===== config.mk =====
export PLATFORM = sky130hd
export DESIGN_NAME = bank_map_top
export DESIGN_NICKNAME = d
export VERILOG_FILES = /design/src/rtl/bank_map_pkg.sv /design/src/rtl/bank_map_regs.sv /design/src/rtl/bank_map_rdmux.sv /design/src/rtl/bank_map_xlate.sv /design/src/rtl/bank_map_top.sv
export SDC_FILE = /design/constraint.sdc
export NUM_CORES = 1
export LEC_CHECK = 0
export BUFFER_PORTS_ARGS = -buffer_cell sky130_fd_sc_hd__buf_4
export CORE_AREA = 2 2 87 89
export DETAILED_ROUTE_END_ITERATION = 6
export DIE_AREA = 0 0 89 91
export PLACE_DENSITY = 0.8
export SLEW_MARGIN = 5
export SYNTH_ARGS = -nofsm -noshare
export SYNTH_HDL_FRONTEND = slang
export SYNTH_SLANG_ARGS = --single-unit

===== constraint.sdc =====
create_clock -name clk -period 2.11 [get_ports clk]
set_input_delay 0.422 -clock clk [delete_from_list [all_inputs] [get_ports clk]]
set_output_delay 0.422 -clock clk [all_outputs]
set_load 0.01 [all_outputs]

===== src/rtl/bank_map_pkg.sv =====
// Shared sizing for the bank mapping register file.
// Assumes the page-offset width plus the select width equals the logical address width.
package bank_map_pkg;
    localparam int NUM_BANKS = 8;
    localparam int PAGE_W    = 8;
    localparam int OFFS_W    = 13;
endpackage


===== src/rtl/bank_map_regs.sv =====
// Mapping register array with a mask-broadcast write and a last-written shadow.
// Assumes: wr_sel is one bit per register, and wr_data is stable at the edge.
module bank_map_regs
    import bank_map_pkg::*;
#(
    parameter int N_BANKS = NUM_BANKS,
    parameter int DW      = PAGE_W
) (
    input  logic                       clk,
    input  logic                       rst_n,
    input  logic                       wr_en,
    input  logic [N_BANKS-1:0]         wr_sel,
    input  logic [DW-1:0]              wr_data,
    output logic [N_BANKS-1:0][DW-1:0] bank_q,
    output logic [DW-1:0]              shadow_q
);
    logic any_sel;
    assign any_sel = |wr_sel;

    for (genvar i = 0; i < N_BANKS; i++) begin : g_bank
        // Load register i when it is selected by a write strobe.
        always_ff @(posedge clk) begin
            if (!rst_n)
                bank_q[i] <= '0;
            else if (wr_en && wr_sel[i])
                bank_q[i] <= wr_data;
        end


        bank_load_chk: assert property (@(posedge clk) disable iff (!rst_n)
            (wr_en && wr_sel[i]) |=> (bank_q[i] == $past(wr_data)));


        bank_hold_chk: assert property (@(posedge clk) disable iff (!rst_n)
            !(wr_en && wr_sel[i]) |=> $stable(bank_q[i]));
    end

    // Remember the value of the last write that reached at least one register.
    always_ff @(posedge clk) begin
        if (!rst_n)
            shadow_q <= '0;
        else if (wr_en && any_sel)
            shadow_q <= wr_data;
    end


    shadow_hold_chk: assert property (@(posedge clk) disable iff (!rst_n)
        !(wr_en && (wr_sel != '0)) |=> $stable(shadow_q));


    shadow_track_chk: assert property (@(posedge clk) disable iff (!rst_n)
        (wr_en && (wr_sel != '0)) |=> (shadow_q == $past(wr_data)));
endmodule


===== src/rtl/bank_map_rdmux.sv =====
// Read port: OR of all registers picked by the read mask, or the shadow when the mask is zero.
// Assumes: a one-hot mask is the normal case; several bits give a defined OR.
module bank_map_rdmux
    import bank_map_pkg::*;
#(
    parameter int N_BANKS = NUM_BANKS,
    parameter int DW      = PAGE_W
) (
    input  logic [N_BANKS-1:0]         rd_sel,
    input  logic [N_BANKS-1:0][DW-1:0] bank_q,
    input  logic [DW-1:0]              shadow_q,
    output logic [DW-1:0]              rd_data
);
    // Merge selected registers, falling back to the shadow for an empty mask.
    always_comb begin
        logic [DW-1:0] acc;
        acc = '0;
        for (int i = 0; i < N_BANKS; i++)
            if (rd_sel[i]) acc = acc | bank_q[i];
        rd_data = (rd_sel == '0) ? shadow_q : acc;
    end
endmodule


===== src/rtl/bank_map_xlate.sv =====
// Combinational logical-to-physical translation via the page registers.
// Assumes: N_BANKS is a power of two, so every select value addresses a register.
module bank_map_xlate
    import bank_map_pkg::*;
#(
    parameter int N_BANKS = NUM_BANKS,
    parameter int DW      = PAGE_W,
    parameter int OW      = OFFS_W
) (
    input  logic [N_BANKS-1:0][DW-1:0]         bank_q,
    input  logic [OW+$clog2(N_BANKS)-1:0]      log_addr,
    output logic [DW+OW-1:0]                   phys_addr
);
    localparam int SEL_W = $clog2(N_BANKS);
    localparam int LAW   = OW + SEL_W;

    logic [SEL_W-1:0] page_idx;

    // Pick the window register and splice it above the page offset.
    always_comb begin
        page_idx  = log_addr[LAW-1:OW];
        phys_addr = {bank_q[page_idx], log_addr[OW-1:0]};
    end
endmodule


===== src/rtl/bank_map_top.sv =====
// Top of the bank mapping register file: register array, read port and translator.
// Assumes: inputs are synchronous to clk; reset is synchronous active low.
module bank_map_top
    import bank_map_pkg::*;
#(
    parameter int N_BANKS = NUM_BANKS,
    parameter int DW      = PAGE_W,
    parameter int OW      = OFFS_W
) (
    input  logic                              clk,
    input  logic                              rst_n,
    input  logic                              wr_en,
    input  logic [N_BANKS-1:0]                wr_sel,
    input  logic [DW-1:0]                     wr_data,
    input  logic [N_BANKS-1:0]                rd_sel,
    output logic [DW-1:0]                     rd_data,
    input  logic [OW+$clog2(N_BANKS)-1:0]     log_addr,
    output logic [DW+OW-1:0]                  phys_addr
);
    logic [N_BANKS-1:0][DW-1:0] bank_q;
    logic [DW-1:0]              shadow_q;

    bank_map_regs #(.N_BANKS(N_BANKS), .DW(DW)) u_regs (
        .clk      (clk),
        .rst_n    (rst_n),
        .wr_en    (wr_en),
        .wr_sel   (wr_sel),
        .wr_data  (wr_data),
        .bank_q   (bank_q),
        .shadow_q (shadow_q)
    );

    bank_map_rdmux #(.N_BANKS(N_BANKS), .DW(DW)) u_rdmux (
        .rd_sel   (rd_sel),
        .bank_q   (bank_q),
        .shadow_q (shadow_q),
        .rd_data  (rd_data)
    );

    bank_map_xlate #(.N_BANKS(N_BANKS), .DW(DW), .OW(OW)) u_xlate (
        .bank_q    (bank_q),
        .log_addr  (log_addr),
        .phys_addr (phys_addr)
    );
endmodule


==> key figures <==
STA
  • Post-layout min period: 2.10 ns
  • Period utilization: 99.7%
  • RSZ-0062 raised after global routing: false
  • Relative slew slack: 56.2%
  • Slew @ Worst Pin: 0.656 ns
  • Max-slew violation count: 0
  • Final Skew: 0 ns
  • Final hold vios: 0
  • Setup ws final: 0.00668 ns
  • Setup TNS: 0 ns
  • Final setup viols: 0
  • Peak Freq: 0.475 GHz
  • Hold Worst Slack: 0.384 ns

Clocking
  • Clock root buffer master: clkbuf_8
  • Inserted Clock Buffers: 9
  • Htree depth: 3
  • Post-CTS Hold Buffers: 0
  • Clock slew at reported path FFs: 0.08 ns
  • CTS Sinks: 72
  • CTS Buffer Depth: 2
  • Worst-Skew Late Latency: 0.35 ns
  • CTS tree: built

Final layout
  • Post-layout util: 61.7%
  • Fin nets: 487
  • Most common cell after layout, fill and taps aside: nand2_1
  • Commonest cells after routing, fill and taps aside: 89 x nand2_1, 71 x dfxtp_1, 65 x a21boi_0
  • Area Overhead vs Synth: 13.2%
  • Layout cell share with drive strength beyond 1: 20.5%
  • Antenna Diode Count: 0

Power and ir drop
  • Gate power share: 15.6%
  • P_sw: 892 µW
  • Design Power: 3370 µW
  • Leak: 0.00172 µW
  • Power Density: 766 nW/µm²
  • Seq pwr share: 43.7%
  • Int Pwr: 2480 µW
  • Switching part of the total power: 26.4%
  • Clk pwr share: 40.7%
  • Worst VDD drop: 0.379 mV

Min path
  • Min-delay src: wr_data[6]
  • Hold/Removal Path Class: in -> reg

Setup path
  • Setup CP Type: in -> out
  • Worst R2R Setup Slack: 1.39 ns
  • Data arrival time of the worst path: 1.68 ns
  • FF-to-FF path depth: 2
  • Crit end category: output port
  • Worst setup path start: log_addr[14]
  • End of the critical path: phys_addr[13]
  • CP required: 1.69 ns
  • Crit-path max FO: 13
  • RR Startpoint: u_regs.bank_q[43]
  • Worst r2r dst: u_regs.bank_q[43]
  • Worst setup SP type: input pin

Placement
  • DPL Wire Length: 7610 µm
  • Port Buffers: 45
  • Dpl ws: 0.0103 ns
  • RePlAce Congestion: 0.949

Global route
  • GRT Overall Usage: 29.5%
  • Initial antenna violation count: 0
  • First-pass GRT wire length: 17900 µm
  • Largest net degree at the start of global routing: 81
  • Total gr overflow: 0
  • Vias in the first global route: 3384

Logic synthesis
  • Average cell area after synthesis: 8.96 µm²
  • Top area cells in the synthesized netlist: dfxtp_1 37%, a21boi_0 13%, mux4_1 11%, nand2_1 8.6%, nand3_1 8.2%
  • Synth Instances: 434
  • Post-synth top area cell: dfxtp_1
  • Ys Warns: 0
  • Share of the synthesized area in the top cell type: 37.1%
  • Sequential cell area fraction in the yosys report: 37.1%
  • Syn_nets: 477
  • Synth unique cells: 16
  • Synthesized area: 3890 µm²
  • Flops & latches, synth: 72

Floorplanning
  • Die Ht: 91 µm
  • Core Area: 7140 µm²
  • Starting Density: 54.5%
  • Die W: 89 µm
  • I/O pin cnt: 72
  • DIE AREA: 8100 µm²
  • # rows: 31

Routing
  • DR DRC count: 0
  • Post-DRT Antenna Nets: 0
  • Via count: 3538
  • Wire length per cell: 21.1 µm
  • DRT Pass-1 Iters: 5
  • Initial drt markers: 514
  • WL final: 11600 µm
  • Number of vias per cell: 6.46

Outcome
  • Outcome: finished clean

Job
  • Total of max-cap violations: 0
power by group through the flow:
stage	Clock [µW]	Sequential, µW	Combinational, µW
final	1370	1480	526
after global placement	0	1500	498
after floorplan	0	1490	351
after CTS	1380	1470	513
after global routing	1430	1480	563
after detailed placement	0	1510	511
flip-flops by register name, indices dropped and copies added (netlist names):
signal	flops
u_regs.shadow_q	8
u_regs.bank_q	64
kinds of logic after synthesis:
group,after synthesis,share of synthesized area [%]
buffers and inverters,60,7.98
AO/OA/AOI/OAI,97,18.7
flip-flops,72,37.1
multiplexers,40,17.5
AND/OR/NAND/NOR,165,18.8
per-stage QoR:
step	cell area, µm²	cells
3_3_place_gp	4150	532
6_report	4400	548
4_1_cts	4400	548
3_5_place_dp	4150	532
2_1_floorplan	3890	434
5_1_grt	4400	548
worst max-delay path, cell delays in order:
cell    delay (ns)
buf_4         0.22
mux4_1        0.59
mux2_2        0.30
buf_4         0.15
routing by layer:
layer	vias to the layer above	routed length (µm)	GRT usage (%)
met5	-	0	0
met4	0	407	13.7
met3	45	1430	4.09
met2	251	5250	44.2
met1	1662	4480	41.9
li1	1580	-	-
worst min-delay path by stage:
stage	depth (start not counted)	endpoint
CTS	3	u_regs.shadow_q[6]
finish	3	u_regs.shadow_q[6]
floorplan	2	u_regs.shadow_q[0]
global placement	2	u_regs.shadow_q[5]
global route	3	u_regs.bank_q[49]
detailed placement	2	u_regs.shadow_q[2]
area by class of cell:
| cell class | instances | area (µm²) |
|---|---|---|
| Fill cell | 630 | 2730 |
| Multi-Input combinational cell | 302 | 2140 |
| Sequential cell | 72 | 1440 |
| Timing Repair Buffer | 59 | 447 |
| Clock buffer | 10 | 138 |
| Tap cell | 99 | 124 |
| Clock inverter | 6 | 115 |
Yosys cell counts:
master / count
nand2_1: 89
buf_2: 2
buf_8: 1
buf_6: 3
dfxtp_1: 72
clkbuf_1: 40
buf_1: 1
nor4_1: 4
a22oi_1: 32
nand4_1: 8
nand3_1: 64
a21boi_0: 65
mux2_2: 16
mux2i_1: 8
mux4_1: 16
buf_4: 13
timing repair:
item,4_1_cts,5_1_grt
endpoints found under the setup margin,0,3
endpoints found under the hold margin,0,0
gates resized for setup,0,2
buffers inserted,0,0
No activity file was read; power rests on OpenSTA's default activity.
